$ cat config.mk
export PLATFORM = sky130hd
export DESIGN_NAME = spi_ctl
export DESIGN_NICKNAME = d
export VERILOG_FILES = /design/src/rtl/spi_ctl_pkg.sv /design/src/rtl/spi_ctl_sync.sv /design/src/rtl/spi_ctl_clkgen.sv /design/src/rtl/spi_ctl_shift.sv /design/src/rtl/spi_ctl.sv
export SDC_FILE = /design/constraint.sdc
export NUM_CORES = 1
export LEC_CHECK = 0
export ABC_AREA = 1
export BUFFER_PORTS_ARGS = -buffer_cell sky130_fd_sc_hd__buf_2
export CORE_UTILIZATION = 45
export DETAILED_ROUTE_END_ITERATION = 10
export GPL_TIMING_DRIVEN = 0
export MAX_ROUTING_LAYER = met4
export PLACE_DENSITY = 0.64
export SLEW_MARGIN = 20
export SYNTH_ARGS = -nofsm -noshare
export SYNTH_HDL_FRONTEND = slang
export SYNTH_SLANG_ARGS = --single-unit
$ cat constraint.sdc
create_clock -name clk -period 2.3 [get_ports clk]
set_clock_uncertainty 0.05 [all_clocks]
set_input_delay 0.23 -clock clk [delete_from_list [all_inputs] [get_ports clk]]
set_output_delay 0.23 -clock clk [all_outputs]
set_load 0.005 [all_outputs]
$ cat src/rtl/spi_ctl_pkg.sv
// Shared types and helpers for the SPI controller.
// Assumes an 8-bit data byte and the three-address host map below.
package spi_ctl_pkg;

    localparam int DW     = 8;   // bits per transfer
    localparam int HALF_W = 7;   // width of the half-period count

    localparam logic [1:0] A_CTL = 2'd0;
    localparam logic [1:0] A_DAT = 2'd1;
    localparam logic [1:0] A_STS = 2'd2;

    typedef struct packed {
        logic       dbl;        // halve the serial clock period
        logic       en;         // block enable
        logic       lsb_first;  // shift bit 0 first
        logic       mst;        // master role
        logic       cpol;       // idle level of the serial clock
        logic       cpha;       // setup on leading, sample on trailing
        logic [1:0] rate;       // divider code
    } ctl_t;

    // Half period of the master clock in system clocks.
    function automatic logic [HALF_W-1:0] half_period(input logic [1:0] rate, input logic dbl);
        logic [HALF_W-1:0] h;
        case (rate)
            2'd0:    h = HALF_W'(2);
            2'd1:    h = HALF_W'(8);
            2'd2:    h = HALF_W'(32);
            default: h = HALF_W'(64);
        endcase
        return dbl ? (h >> 1) : h;
    endfunction

endpackage

$ cat src/rtl/spi_ctl_sync.sv
// Multi-bit level synchronizer, one flop chain per bit.
// Assumes each input is a slow level that may be sampled bit by bit.
module spi_ctl_sync #(
    parameter int           W       = 3,
    parameter int           STAGES  = 2,
    parameter logic [W-1:0] RST_VAL = '0
) (
    input  logic         clk,
    input  logic         rst_n,
    input  logic [W-1:0] d,
    output logic [W-1:0] q
);
    logic [W-1:0] pipe [STAGES];

    // Shift the inputs through the chain.
    always_ff @(posedge clk) begin
        if (!rst_n) begin
            for (int s = 0; s < STAGES; s++) pipe[s] <= RST_VAL;
        end else begin
            pipe[0] <= d;
            for (int s = 1; s < STAGES; s++) pipe[s] <= pipe[s-1];
        end
    end

    assign q = pipe[STAGES-1];
endmodule

$ cat src/rtl/spi_ctl_clkgen.sv
// Master clock divider: counts system clocks while run is high and
// flags an edge every `half` clocks. phase is the toggled clock state
// before the flagged edge (0 means the next edge is a leading one).
// Assumes half >= 1; half is not changed mid-transfer.
module spi_ctl_clkgen #(
    parameter int CW = 7
) (
    input  logic          clk,
    input  logic          rst_n,
    input  logic          run,
    input  logic [CW-1:0] half,
    output logic          edge_stb,
    output logic          phase
);
    logic [CW-1:0] cnt;

    assign edge_stb = run && (cnt == half - CW'(1));

    // Count toward the next edge and toggle phase on it.
    always_ff @(posedge clk) begin
        if (!rst_n || !run) begin
            cnt   <= '0;
            phase <= 1'b0;
        end else if (edge_stb) begin
            cnt   <= '0;
            phase <= ~phase;
        end else begin
            cnt <= cnt + CW'(1);
        end
    end


    idle_cnt_chk: assert property (@(posedge clk) disable iff (!rst_n)
        !run |=> (cnt == '0 && !phase));
endmodule

$ cat src/rtl/spi_ctl_shift.sv
// Bit engine shared by both roles: holds the outbound byte, selects the
// outbound bit, assembles the inbound byte on sampling strobes.
// Assumes DW is a power of two so the bit counters wrap between bytes.
module spi_ctl_shift #(
    parameter int DW = 8,
    localparam int BW = $clog2(DW)
) (
    input  logic          clk,
    input  logic          rst_n,
    input  logic          clr,
    input  logic          load,
    input  logic [DW-1:0] load_byte,
    input  logic          lead_stb,
    input  logic          trail_stb,
    input  logic          cpha,
    input  logic          lsb_first,
    input  logic          sdi,
    output logic          sdo,
    output logic          done,
    output logic [DW-1:0] rx_nxt
);
    localparam logic [BW-1:0] LAST = BW'(DW - 1);

    logic [DW-1:0] tx, rx;
    logic [BW-1:0] bitn, sn;
    logic          drv;
    logic          sample_stb, setup_stb;

    function automatic logic [BW-1:0] pos(input logic [BW-1:0] i, input logic lsb);
        return lsb ? i : LAST - i;
    endfunction

    assign sample_stb = cpha ? trail_stb : lead_stb;
    assign setup_stb  = cpha ? lead_stb  : trail_stb;
    assign done       = sample_stb && (sn == LAST);
    assign sdo        = (cpha && !drv) ? 1'b0 : tx[pos(bitn, lsb_first)];

    // Next inbound byte including the bit sampled this cycle.
    always_comb begin
        rx_nxt = rx;
        if (sample_stb) rx_nxt[pos(sn, lsb_first)] = sdi;
    end

    // Advance the counters on setup and sample strobes.
    always_ff @(posedge clk) begin
        if (!rst_n) begin
            tx   <= '0;
            rx   <= '0;
            bitn <= '0;
            sn   <= '0;
            drv  <= 1'b0;
        end else begin
            if (load) tx <= load_byte;
            if (clr || load) begin
                bitn <= '0;
                sn   <= '0;
                drv  <= 1'b0;
            end else begin
                if (setup_stb) begin
                    if (cpha && !drv) drv  <= 1'b1;
                    else              bitn <= bitn + BW'(1);
                end
                if (sample_stb) sn <= sn + BW'(1);
                rx <= rx_nxt;
            end
        end
    end


    restart_chk: assert property (@(posedge clk) disable iff (!rst_n)
        (clr || load) |=> (bitn == '0 && sn == '0 && !drv));

    wrap_chk: assert property (@(posedge clk) disable iff (!rst_n)
        done |=> (sn == '0));
endmodule

$ cat src/rtl/spi_ctl.sv
// SPI controller top: host register port, role selection, master
// transfer sequencing, slave input conditioning and mode-fault handling.
// Assumes the host does not rewrite the data register mid-transfer
// (such writes are ignored) and that slave inputs are slow versus clk.
module spi_ctl
    import spi_ctl_pkg::*;
#(
    parameter int SYNC_STAGES = 2
) (
    input  logic       clk,
    input  logic       rst_n,
    input  logic       reg_wr,
    input  logic       reg_rd,
    input  logic [1:0] reg_addr,
    input  logic [7:0] reg_wdata,
    output logic [7:0] reg_rdata,
    output logic       xfer_done,
    output logic       mode_fault,
    output logic       sck_o,
    output logic       mosi_o,
    output logic       cs_n_o,
    input  logic       sck_i,
    input  logic       mosi_i,
    input  logic       ss_n_i,
    input  logic       miso_i,
    output logic       miso_o,
    output logic       miso_oe
);
    localparam int EDGES = 2 * DW;
    localparam int EW    = $clog2(EDGES);

    ctl_t          ctl;
    logic          busy_q, done_q, fault_q;
    logic [DW-1:0] data_q;
    logic [EW-1:0] ek;

    logic wr_ctl, wr_dat, rd_dat, rd_sts;
    logic s_sck, s_ss_n, s_mosi, sck_d;
    logic sck_rise, sck_fall;
    logic fault_hit, start, abort, slave_act, last_edge;
    logic edge_stb, phase;
    logic m_lead, m_trail, s_lead, s_trail;
    logic sh_done, sdo;
    logic [DW-1:0] rx_nxt;

    // Host strobes decoded by address.
    assign wr_ctl = reg_wr && reg_addr == A_CTL;
    assign wr_dat = reg_wr && reg_addr == A_DAT;
    assign rd_dat = reg_rd && reg_addr == A_DAT;
    assign rd_sts = reg_rd && reg_addr == A_STS;

    spi_ctl_sync #(.W(3), .STAGES(SYNC_STAGES), .RST_VAL(3'b010)) i_sync (
        .clk   (clk),
        .rst_n (rst_n),
        .d     ({mosi_i, ss_n_i, sck_i}),
        .q     ({s_mosi, s_ss_n, s_sck})
    );

    // Remember the previous synchronized clock for edge detection.
    always_ff @(posedge clk) begin
        if (!rst_n) sck_d <= 1'b0;
        else        sck_d <= s_sck;
    end

    assign sck_rise  = s_sck && !sck_d;
    assign sck_fall  = !s_sck && sck_d;
    assign fault_hit = ctl.en && ctl.mst && !s_ss_n;
    assign slave_act = ctl.en && !ctl.mst && !s_ss_n;
    assign start     = wr_dat && ctl.en && ctl.mst && !busy_q && !fault_hit;
    assign abort     = fault_hit || (wr_ctl && !(reg_wdata[6] && reg_wdata[4]));

    spi_ctl_clkgen #(.CW(HALF_W)) i_clkgen (
        .clk      (clk),
        .rst_n    (rst_n),
        .run      (busy_q),
        .half     (half_period(ctl.rate, ctl.dbl)),
        .edge_stb (edge_stb),
        .phase    (phase)
    );

    assign m_lead    = busy_q && edge_stb && !phase;
    assign m_trail   = busy_q && edge_stb && phase;
    assign s_lead    = slave_act && (ctl.cpol ? sck_fall : sck_rise);
    assign s_trail   = slave_act && (ctl.cpol ? sck_rise : sck_fall);
    assign last_edge = m_trail && (ek == EW'(EDGES - 1));

    spi_ctl_shift #(.DW(DW)) i_shift (
        .clk       (clk),
        .rst_n     (rst_n),
        .clr       (!ctl.mst && s_ss_n),
        .load      (wr_dat && !busy_q),
        .load_byte (reg_wdata),
        .lead_stb  (m_lead || s_lead),
        .trail_stb (m_trail || s_trail),
        .cpha      (ctl.cpha),
        .lsb_first (ctl.lsb_first),
        .sdi       (ctl.mst ? miso_i : s_mosi),
        .sdo       (sdo),
        .done      (sh_done),
        .rx_nxt    (rx_nxt)
    );

    // Control register; a mode fault overrides the host's master bit.
    always_ff @(posedge clk) begin
        if (!rst_n) begin
            ctl <= '0;
        end else begin
            if (wr_ctl)    ctl     <= ctl_t'(reg_wdata);
            if (fault_hit) ctl.mst <= 1'b0;
        end
    end

    // Master transfer sequencing: busy flag and edge count.
    always_ff @(posedge clk) begin
        if (!rst_n) begin
            busy_q <= 1'b0;
            ek     <= '0;
        end else if (abort) begin
            busy_q <= 1'b0;
        end else if (start) begin
            busy_q <= 1'b1;
            ek     <= '0;
        end else if (last_edge) begin
            busy_q <= 1'b0;
        end else if (m_lead || m_trail) begin
            ek <= ek + EW'(1);
        end
    end

    // Received byte and sticky flags; setting wins over read-clear.
    always_ff @(posedge clk) begin
        if (!rst_n) begin
            data_q  <= '0;
            done_q  <= 1'b0;
            fault_q <= 1'b0;
        end else begin
            if (sh_done) begin
                data_q <= rx_nxt;
                done_q <= 1'b1;
            end else if (rd_dat) begin
                done_q <= 1'b0;
            end
            if (fault_hit)   fault_q <= 1'b1;
            else if (rd_sts) fault_q <= 1'b0;
        end
    end

    // Host read mux.
    always_comb begin
        case (reg_addr)
            A_CTL:   reg_rdata = ctl;
            A_DAT:   reg_rdata = data_q;
            A_STS:   reg_rdata = {6'b0, fault_q, done_q};
            default: reg_rdata = '0;
        endcase
    end

    assign sck_o      = busy_q ? (ctl.cpol ^ phase) : ctl.cpol;
    assign cs_n_o     = !busy_q;
    assign mosi_o     = busy_q && sdo;
    assign miso_o     = sdo;
    assign miso_oe    = slave_act;
    assign xfer_done  = done_q;
    assign mode_fault = fault_q;


    busy_role_chk: assert property (@(posedge clk) disable iff (!rst_n)
        !cs_n_o |-> (ctl.en && ctl.mst));

    sck_hold_chk: assert property (@(posedge clk) disable iff (!rst_n)
        (!cs_n_o && !edge_stb && !wr_ctl) |=> ($stable(sck_o) || cs_n_o));

    fault_chk: assert property (@(posedge clk) disable iff (!rst_n)
        fault_hit |=> (!ctl.mst && fault_q && cs_n_o));

    done_chk: assert property (@(posedge clk) disable iff (!rst_n)
        sh_done |=> done_q);

    tri_chk: assert property (@(posedge clk) disable iff (!rst_n)
        s_ss_n |-> !miso_oe);
endmodule

==> flow_summary.json, run 1 <==
{
  "outcome": "finished with violations",
  "violations": "negative setup slack",
  "clkTransAtPathRegs_ns": 0.07,
  "p_leak_nw": 1.76,
  "final.setup.worst_slack_ns": -0.0195,
  "initial_core_util_pct": 47.3,
  "reg2reg_depth": 15,
  "clkSinkCount": 61,
  "crit_buf_inv": 2,
  "synthFlopType": "dfxtp_1",
  "grt.overflow.total": 0,
  "via_per_inst": 5.02,
  "crit_cells": 15,
  "yosysUniqueCellTypes": 36,
  "hold_end": "i_sync.pipe[0][2]$_SDFF_PN0_",
  "rsz0062_at_grt": "true",
  "r2r-start": "ctl[1]$_SDFFE_PN0P_",
  "synth_edf_count": 0,
  "gp_congestion": 0.921,
  "finalNetCount": 554,
  "cts_root_buf": "clkbuf_8",
  "dp_slack_ns": -0.192,
  "fmax_mhz": 431,
  "grt_max_degree": 12,
  "async_flop_share_pct": 0,
  "stdcell_count": 630,
  "synthCells": 483,
  "max_stage_delay_ns": 0.31,
  "post-route-util_pct": 56.2,
  "swShare_pct": 27.4,
  "syn_avg_cell_area_um2": 6.77,
  "final-max-slew-violation-count": 0,
  "drc": 0,
  "synth_compound_gate_area_share_pct": 11.7,
  "dpl_cell_area_um2": 3550,
  "finalHoldViolations": 0,
  "power_frac_comb_pct": 13.3,
  "area_delta_synth_final_pct": 18.7,
  "die_w_um": 87.2,
  "worst_slew_pin_slew_ns": 0.709,
  "reg2reg_slack_ns": -0.02,
  "setup_viol": 1,
  "crit_path_start_kind": "flip-flop",
  "ant_nets": 0,
  "grt_pass1_vias": 2965,
  "critPathTopFamily": "simple AND/OR/NAND/NOR gates",
  "synth_xor_area_share_pct": 2.95,
  "layout-drive-gt1-share_pct": 18.5,
  "ys_ff_latch": 61,
  "ir_worst_vdd_mv": 0.329,
  "syn_nets": 507,
  "drt_pre_antenna_iters": 5,
  "dpl.cell_count": 611,
  "hold_path_depth": 3,
  "path_class": "flip-flop to flip-flop",
  "synth_area_leaders": "dfxtp_1, nand2_1, nor2_1",
  "clk_latency_ns": 0.34,
  "cp_data_required_time_ns": 2.48,
  "core_um2": 6910,
  "reg2reg_to": "data_q[5]$_SDFFE_PN0P_",
  "slew_headroom_pct": 52.7,
  "power_density_nw_per_um2": 594,
  "fin_crit_ns": 2.32,
  "p_int_mw": 1.67,
  "netlist_area_um2": 3270,
  "std_cell_rows": 30,
  "worstHoldStart": "mosi_i",
  "fin_area_um2": 3880,
  "clockBufferDepth": 2,
  "synth_top_area_cell": "dfxtp_1",
  "path_max_fanout": 10,
  "insertedDiodeCount": 0,
  "seq_power_share_pct": 48.3,
  "synthAdderAreaFrac_pct": 2.30,
  "synthMuxAreaShare_pct": 0.306,
  "dp_hpwl_um": 6080,
  "cap_violations": 0,
  "ys_seq_area_share_pct": 37.4,
  "grt_use_total_pct": 24.0,
  "critPathCaptureType": "flip-flop",
  "yosysWarnings": 0,
  "pin_count": 33,
  "synth_top_area_share_pct": 37.4,
  "cts_tree": "built",
  "antenna_found_initial": 0,
  "clkPwrFrac_pct": 38.3,
  "tns_ns": -0.0195,
  "drt-wirelength-per-cell_um": 13.1,
  "p_total_mw": 2.30,
  "htree_levels": 3,
  "critPathSlowestCell": "dfxtp_2",
  "dieArea_um2": 7610,
  "crit_chain": "buf_6 > nor2_4 > nand2_2 > ha_4 > nand2_2 > nand3_2 > nor2_1 > nand2_1 > nor2_4 > nand3_4 > nand3_4 > nand3_4 > buf_6 > nor2_1 > nor2_1",
  "hold_class": "input port to flip-flop",
  "p_switching_mw": 0.630,
  "port_buffers": 32,
  "die_height_um": 87.2,
  "numCtsBuffers": 9,
  "cp_data_arrival_time_ns": 2.50,
  "num_vias": 3160,
  "grt_pass1_wl_um": 13500,
  "finalWirelength_um": 8250,
  "synth_top_family_by_area": "simple AND/OR/NAND/NOR gates",
  "period_share_pct": 101,
  "drt_iter0_markers": 178,
  "synth-simple-area-share_pct": 35.3,
  "fin_hold_ws_ns": 0.0263
}
[area by class of cell]
type / count / area [um2]
fill: 735 / 3030
buffer: 13 / 95.1
timing repair buffer: 37 / 201
clock inverter: 3 / 20.0
tap: 96 / 120
clock buffer: 12 / 165
multi-input combinational: 347 / 1820
sequential: 61 / 1220
inverter: 61 / 231
[registers in the layout, indices dropped and copies added, names as in the netlist]
signal	count
ctl	8
data_q	8
i_shift.rx	8
i_shift.tx	8
i_clkgen.cnt	7
i_sync.pipe	6
ek	4
i_shift.bitn	3
i_shift.sn	3
busy_q	1
i_clkgen.phase	1
i_shift.drv	1
mode_fault	1
sck_d	1
xfer_done	1
[cell families (layout without fill, tap and decap cells)]
| logic type | Yosys count | in the layout |
|---|---|---|
| compound gates | 70 | 70 |
| buf+inv | 75 | 126 |
| fa+ha+maj | 6 | 6 |
| xor+xnor | 11 | 11 |
| mux | 1 | 1 |
| flops | 61 | 61 |
| simple gates | 259 | 259 |
[per-layer routing]
layer	track usage (%)	routed length [um]	up-vias
li1	-	-	1646
met1	28.5	3770	1424
met2	39.7	3940	75
met3	4.08	388	15
met4	10.9	154	0
met5	-	0	-
[Yosys cell counts, drive strengths merged, types with 2 or more instances]
| library cell | instances |
|---|---|
| a211oi | 2 |
| clkbuf | 6 |
| nor3 | 5 |
| nand4 | 7 |
| buf | 8 |
| xor2 | 10 |
| nand2 | 112 |
| inv | 61 |
| ha | 6 |
| or2 | 2 |
| nand3b | 3 |
| o22ai | 6 |
| nor3b | 2 |
| dfxtp | 61 |
| o21ai | 34 |
| a21oi | 23 |
| nand3 | 50 |
| nor2 | 77 |
| o221ai | 2 |
[power by group through the flow]
stage / clock network, mW / registers, mW / logic, mW
after global placement: 0 / 1.13 / 0.274
after detailed placement: 0 / 1.13 / 0.277
after CTS: 0.904 / 1.11 / 0.295
after global routing: 0.955 / 1.12 / 0.348
after floorplan: 0 / 1.13 / 0.202
final: 0.884 / 1.11 / 0.307
[cells in the final DEF (no fill, tap or decap), types with 3 or more instances in the layout]
master      n
buf_6       7
nand3_2     3
xor2_1      9
o21ai_0    33
nand3_4     5
nand2_1   104
o22ai_1     6
clkbuf_8   12
nor2_4      3
dfxtp_2     3
nand4_1     7
inv_2       6
inv_1      54
a21oi_1    21
buf_4       4
nand2_2     7
ha_1        5
nand3b_1    3
nor3_1      4
dfxtp_1    58
clkbuf_1    6
nand3_1    42
buf_2      33
nor2_1     72
[worst reg2reg max path, cell delays in order, from the launching register on]
cell     delay (ns)
dfxtp_2        0.31
buf_6          0.13
nor2_4         0.11
nand2_2        0.08
ha_4           0.24
nand2_2        0.07
nand3_2        0.07
nor2_1         0.11
nand2_1        0.10
nor2_4         0.20
nand3_4        0.12
nand3_4        0.13
nand3_4        0.14
buf_6          0.18
nor2_1         0.13
nor2_1         0.05
[worst max path at each step]
| stage | from | end | slack, ns |
|---|---|---|---|
| 6_report | ctl[1]$_SDFFE_PN0P_ | data_q[5]$_SDFFE_PN0P_ | -0.02 |
| 3_3_place_gp | ctl[1]$_SDFFE_PN0P_ | data_q[7]$_SDFFE_PN0P_ | -0.16 |
| 2_1_floorplan | ctl[1]$_SDFFE_PN0P_ | data_q[1]$_SDFFE_PN0P_ | 0.11 |
| 5_1_grt | ctl[1]$_SDFFE_PN0P_ | data_q[7]$_SDFFE_PN0P_ | -0.15 |
| 3_5_place_dp | ctl[1]$_SDFFE_PN0P_ | data_q[7]$_SDFFE_PN0P_ | -0.19 |
| 4_1_cts | ctl[1]$_SDFFE_PN0P_ | data_q[1]$_SDFFE_PN0P_ | 0.007 |
[timing repair]
item | CTS | global route
setup endpoints to repair | 26 | 29
resized for setup | 13 | 21
hold buffers | 0 | 0
pin swaps | 7 | 9
buffers inserted | 3 | 2
(Power assumes the default switching activity.)
==> run 2: changes to the inputs <==
--- a/config.mk
+++ b/config.mk
@@ -16,3 +16,4 @@
 export SYNTH_ARGS = -nofsm -noshare
 export SYNTH_HDL_FRONTEND = slang
 export SYNTH_SLANG_ARGS = --single-unit
+export TNS_END_PERCENT = 10
==> run 2 against run 1 <==
Compared with the run above: the flow still finishes with violations (negative setup slack); final cell count did not move; maximum frequency shrank 0.27%; setup slack worse by 0.0063 ns; register-to-register slack barely moved; critical path depth did not move; clock-buffer cell count is the same; non-clock buffer count unchanged; global-route usage unchanged; combinational power is essentially flat; critical path type unchanged; critical endpoint unchanged.
==> flow_summary.json, run 2 (same netlist as run 1, synthesis figures left out) <==
{
  "outcome": "finished with violations",
  "violations": "negative setup slack",
  "ant_nets": 0,
  "fmax_mhz": 430,
  "setup_viol": 2,
  "grt_pass1_wl_um": 13500,
  "dp_hpwl_um": 6080,
  "port_buffers": 32,
  "clkPwrFrac_pct": 38.3,
  "cts_tree": "built",
  "finalHoldViolations": 0,
  "gp_congestion": 0.921,
  "fin_crit_ns": 2.33,
  "slew_headroom_pct": 53.2,
  "dieArea_um2": 7610,
  "grt_use_total_pct": 24.0,
  "drt_pre_antenna_iters": 4,
  "seq_power_share_pct": 48.4,
  "cp_data_required_time_ns": 2.48,
  "cp_data_arrival_time_ns": 2.50,
  "final.setup.worst_slack_ns": -0.0257,
  "drt-wirelength-per-cell_um": 13.0,
  "critPathCaptureType": "flip-flop",
  "die_height_um": 87.2,
  "clockBufferDepth": 2,
  "p_int_mw": 1.67,
  "finalNetCount": 554,
  "clkTransAtPathRegs_ns": 0.06,
  "std_cell_rows": 30,
  "numCtsBuffers": 9,
  "clk_latency_ns": 0.33,
  "ir_worst_vdd_mv": 0.322,
  "grt_max_degree": 12,
  "final_common_cell": "nand2_1",
  "core_um2": 6910,
  "power_frac_comb_pct": 13.3,
  "critPathSlowestCell": "dfxtp_2",
  "cap_violations": 0,
  "swShare_pct": 27.2,
  "path_max_fanout": 10,
  "p_leak_nw": 1.75,
  "insertedDiodeCount": 0,
  "drc": 0,
  "power_density_nw_per_um2": 594,
  "critPathTopFamily": "simple AND/OR/NAND/NOR gates",
  "clkSinkCount": 61,
  "grt.overflow.total": 0,
  "final-max-slew-violation-count": 0,
  "crit_path_start_kind": "flip-flop",
  "drt_iter0_markers": 172,
  "layout-drive-gt1-share_pct": 18.2,
  "fin_hold_ws_ns": 0.0322,
  "crit_buf_inv": 2,
  "period_share_pct": 101,
  "htree_levels": 3,
  "rsz0062_at_grt": "true",
  "die_w_um": 87.2,
  "max_stage_delay_ns": 0.31,
  "finalWirelength_um": 8200,
  "layout_common_cells": "nand2_1, nor2_1, dfxtp_1, inv_1, nand3_1",
  "path_class": "flip-flop to flip-flop",
  "dp_slack_ns": -0.192,
  "antenna_found_initial": 0,
  "grt_pass1_vias": 2965,
  "cts_hold_buf": 0,
  "cts_root_buf": "clkbuf_8",
  "nFillCells": 734,
  "p_total_mw": 2.30,
  "worst_slew_pin_slew_ns": 0.683,
  "area_delta_synth_final_pct": 18.5,
  "num_vias": 3133,
  "initial_core_util_pct": 47.3,
  "pin_count": 33,
  "hold_class": "input port to flip-flop",
  "via_per_inst": 4.97,
  "crit_chain": "buf_6 > nor2_4 > nand2_2 > ha_4 > nand2_2 > nand3_2 > nor2_1 > nand2_1 > nor2_4 > nand3_4 > nand3_4 > nand3_4 > buf_6 > nor2_1 > nor2_1",
  "p_switching_mw": 0.626
}
run 2: cell types whose count changed in the layout (fill, tap and decap cells not counted):
| cell | before | now |
|---|---|---|
| nor2_2 | 2 | 1 |
| nand3_2 | 3 | 2 |
| nand3_1 | 42 | 43 |
| nor2_1 | 72 | 73 |
run 2: final timing paths:
kind / start / end / slack, ns / depth (start not counted)
setup / recovery: ctl[1]$_SDFFE_PN0P_ / data_q[5]$_SDFFE_PN0P_ / -0.03 / 15
hold / removal: mosi_i / i_sync.pipe[0][2]$_SDFF_PN0_ / 0.03 / 3
setup reg to reg: ctl[1]$_SDFFE_PN0P_ / data_q[5]$_SDFFE_PN0P_ / -0.03 / 15
hold reg to reg: i_sync.pipe[0][1]$_SDFF_PN1_ / i_sync.pipe[0][4]$_SDFF_PN1_ / 0.36 / 1
run 2: stage by stage:
| stage | area, um2 | TNS, ns | std cells | util (%) |
|---|---|---|---|---|
| after CTS | 3810 | 0 | 628 | 55.1 |
| after global placement | 3550 | -1.61 | 611 | 51.4 |
| after detailed placement | 3550 | -2.42 | 611 | 51.4 |
| after floorplan | 3270 | 0 | 483 | - |
| after global routing | 3870 | -2.73 | 630 | 56.1 |
| final | 3870 | -0.0340 | 630 | 56.1 |
run 2: what timing repair did:
item / 4_1_cts / 5_1_grt
pin swaps: 7 / 6
setup buffers: 3 / 2
gates resized for setup: 13 / 19
endpoints found under the setup margin: 26 / 29
run 2: final cells by class:
| cell class | instances | area, um2 | area share [%] |
|---|---|---|---|
| Clock buffer | 12 | 165 | 4.27 |
| Sequential cell | 61 | 1220 | 31.6 |
| Buffer | 13 | 95.1 | 2.46 |
| Timing Repair Buffer | 37 | 201 | 5.20 |
| Tap cell | 96 | 120 | 3.10 |
| Clock inverter | 3 | 20.0 | 0.517 |
| Multi-Input combinational cell | 347 | 1810 | 46.8 |
| Inverter | 61 | 231 | 5.98 |
run 2: power groups by stage:
stage                     Sequential [mW]  Clock [mW]  Combinational, mW
final                                1.11       0.881              0.306
after global routing                 1.12       0.955              0.348
after CTS                            1.11       0.904              0.295
after detailed placement             1.13           0              0.277
after global placement               1.13           0              0.274
after floorplan                      1.13           0              0.202
run 2: per-layer routing:
layer | track usage [%] | wire length [um] | part of all wire (%) | vias to the layer above
li1 | - | - | - | 1649
met1 | 28.5 | 3760 | 46 | 1407
met2 | 39.7 | 3940 | 48 | 60
met3 | 4.08 | 329 | 4.0 | 17
met4 | 10.9 | 179 | 2.2 | 0
met5 | - | 0 | 0 | -
run 2: tightest hold or removal path, delay by kind of cell:
kind | cells | cell delay [ns]
buf+inv | 2 | 0.11
simple gates | 1 | 0.04
==> run 3: changes to the inputs <==
--- a/config.mk
+++ b/config.mk
@@ -12,7 +12,7 @@
 export GPL_TIMING_DRIVEN = 0
 export MAX_ROUTING_LAYER = met4
 export PLACE_DENSITY = 0.64
-export SLEW_MARGIN = 20
+export RECOVER_POWER = 100
 export SYNTH_ARGS = -nofsm -noshare
 export SYNTH_HDL_FRONTEND = slang
 export SYNTH_SLANG_ARGS = --single-unit
==> run 3 against run 2 <==
Compared with the run above: the run still ends with negative setup slack left; hold slack lost 0.0022 ns; first-iteration DRC count unchanged; global-route usage unchanged; register-to-register slack hardly changed; design area decreased by 0.19%; power rose by 0.16%; combinational power barely moved; flip-flop and latch count unchanged; critical path depth stayed put; final cell count unchanged; clock-buffer cell count did not move; highest routed layer unchanged.
==> flow_summary.json, run 3 (same netlist as run 1, synthesis figures left out) <==
{
  "htree_levels": 3,
  "num_vias": 3134,
  "dpl.cell_count": 611,
  "final.setup.worst_slack_ns": -0.0246,
  "crit_path_start_kind": "flip-flop",
  "dp_hpwl_um": 6080,
  "slew_headroom_pct": 53.6,
  "setup_viol": 2,
  "drc": 0,
  "port_buffers": 32,
  "cts_tree": "built",
  "worst_slew_pin_slew_ns": 0.676,
  "pin_count": 33,
  "path_max_fanout": 10,
  "hold_end": "i_sync.pipe[0][2]$_SDFF_PN0_",
  "fin_crit_ns": 2.32,
  "use_met3_pct": 4.08,
  "grt_max_degree": 12,
  "outcome": "finished with violations",
  "cp_data_required_time_ns": 2.48,
  "clk_latency_ns": 0.33,
  "clkSinkCount": 61,
  "grt_pass1_vias": 2965,
  "reg2reg_depth": 15,
  "finalHoldViolations": 0,
  "cts_hold_buf": 0,
  "seq_area_um2": 1220,
  "insertedDiodeCount": 0,
  "clockBufferDepth": 2,
  "core_um2": 6910,
  "period_share_pct": 101,
  "path_class": "flip-flop to flip-flop",
  "drt_pre_antenna_iters": 4,
  "r2r-start": "ctl[1]$_SDFFE_PN0P_",
  "initial_core_util_pct": 47.3,
  "final-max-slew-violation-count": 0,
  "numCtsBuffers": 9,
  "p_leak_nw": 1.73,
  "ir_worst_vdd_mv": 0.325,
  "hold_class": "input port to flip-flop",
  "ant_nets": 0,
  "stdcell_count": 630,
  "power_density_nw_per_um2": 596,
  "grt.overflow.total": 0,
  "multiInputGateArea_um2": 1810,
  "nFillCells": 737,
  "dieArea_um2": 7610,
  "hold_path_depth": 3,
  "use_met2_pct": 39.7,
  "die_height_um": 87.2,
  "drt_iter0_markers": 172,
  "critPathCaptureType": "flip-flop",
  "gp_congestion": 0.921,
  "post-route-util_pct": 55.9,
  "via_per_inst": 4.97,
  "reg2reg_to": "data_q[5]$_SDFFE_PN0P_",
  "grt-busiest-layer": "met2",
  "grt_use_total_pct": 24.0,
  "layout_common_cells": "nand2_1, nor2_1, dfxtp_1, inv_1, nand3_1",
  "finalWirelength_um": 8210,
  "violations": "negative setup slack",
  "std_cell_rows": 30,
  "cts_root_buf": "clkbuf_8",
  "cp_data_arrival_time_ns": 2.50,
  "layout-drive-gt1-share_pct": 17.0,
  "grt_pass1_wl_um": 13500,
  "reg2reg_slack_ns": -0.02,
  "finalNetCount": 554,
  "clkTransAtPathRegs_ns": 0.06,
  "use_met1_pct": 28.5,
  "area_delta_synth_final_pct": 18.2,
  "antenna_found_initial": 0,
  "worstHoldStart": "mosi_i",
  "rsz0062_at_grt": "true",
  "cap_violations": 0,
  "final_common_cell": "nand2_1",
  "die_w_um": 87.2,
  "fmax_mhz": 430,
  "drt-wirelength-per-cell_um": 13.0
}
[run 3: cell types whose count changed in the layout (fill, tap and decap cells not counted)]
cell / change
clkbuf_1: +6
clkbuf_2: +1
buf_2: -7
[run 3: metal layers]
| layer | vias to the layer above | part of all wire, % | wire (um) |
|---|---|---|---|
| met5 | - | 0 | 0 |
| met4 | 0 | 1.9 | 153 |
| met3 | 14 | 4.4 | 359 |
| met2 | 65 | 48 | 3960 |
| met1 | 1406 | 46 | 3740 |
| li1 | 1649 | - | - |
[run 3: per-stage QoR]
step           setup TNS, ns  setup slack (ns)  power, mW  area (um2)  hold WS (ns)
2_1_floorplan              0             0.113       1.33        3270         0.278
3_3_place_gp           -1.61            -0.164       1.41        3550         0.345
3_5_place_dp           -2.42            -0.192       1.41        3550         0.350
4_1_cts                    0           0.00742       2.31        3810        0.0178
5_1_grt                -2.73            -0.152       2.42        3860        0.0347
6_report             -0.0315           -0.0246       2.30        3860        0.0299
[run 3: critical path, cell delays in order (launching register included)]
cell	delay (ns)
dfxtp_2	0.31
buf_6	0.13
nor2_4	0.11
nand2_2	0.08
ha_4	0.24
nand2_2	0.07
nand3_2	0.07
nor2_1	0.11
nand2_1	0.10
nor2_4	0.21
nand3_4	0.13
nand3_4	0.12
nand3_4	0.14
buf_6	0.18
nor2_1	0.13
nor2_1	0.05
[run 3: what timing repair did]
item,4_1_cts,5_1_grt
endpoints found under the setup margin,26,29
endpoints found under the hold margin,0,0
resized for setup,13,19
setup buffers,3,2
pin swaps,7,6
[run 3: area by class of cell]
class	count	share of cell area, %
tap	96	3.11
timing repair buffer	37	5.02
sequential	61	31.7
clock buffer	12	4.27
clock inverter	3	0.518
buffer	13	2.46
inverter	61	5.99
multi-input combinational	347	46.9
[run 3: report_power, final]
| group | switching, mW | internal (mW) |
|---|---|---|
| combinational | 0.192 | 0.114 |
| clock | 0.413 | 0.471 |
| sequential | 0.0248 | 1.09 |
[run 3: worst max path at each step]
stage / startpoint / depth (start not counted) / endpoint
2_1_floorplan: ctl[1]$_SDFFE_PN0P_ / 19 / data_q[1]$_SDFFE_PN0P_
3_3_place_gp: ctl[1]$_SDFFE_PN0P_ / 19 / data_q[7]$_SDFFE_PN0P_
3_5_place_dp: ctl[1]$_SDFFE_PN0P_ / 19 / data_q[7]$_SDFFE_PN0P_
4_1_cts: ctl[1]$_SDFFE_PN0P_ / 17 / data_q[1]$_SDFFE_PN0P_
5_1_grt: ctl[1]$_SDFFE_PN0P_ / 16 / data_q[7]$_SDFFE_PN0P_
6_report: ctl[1]$_SDFFE_PN0P_ / 15 / data_q[5]$_SDFFE_PN0P_
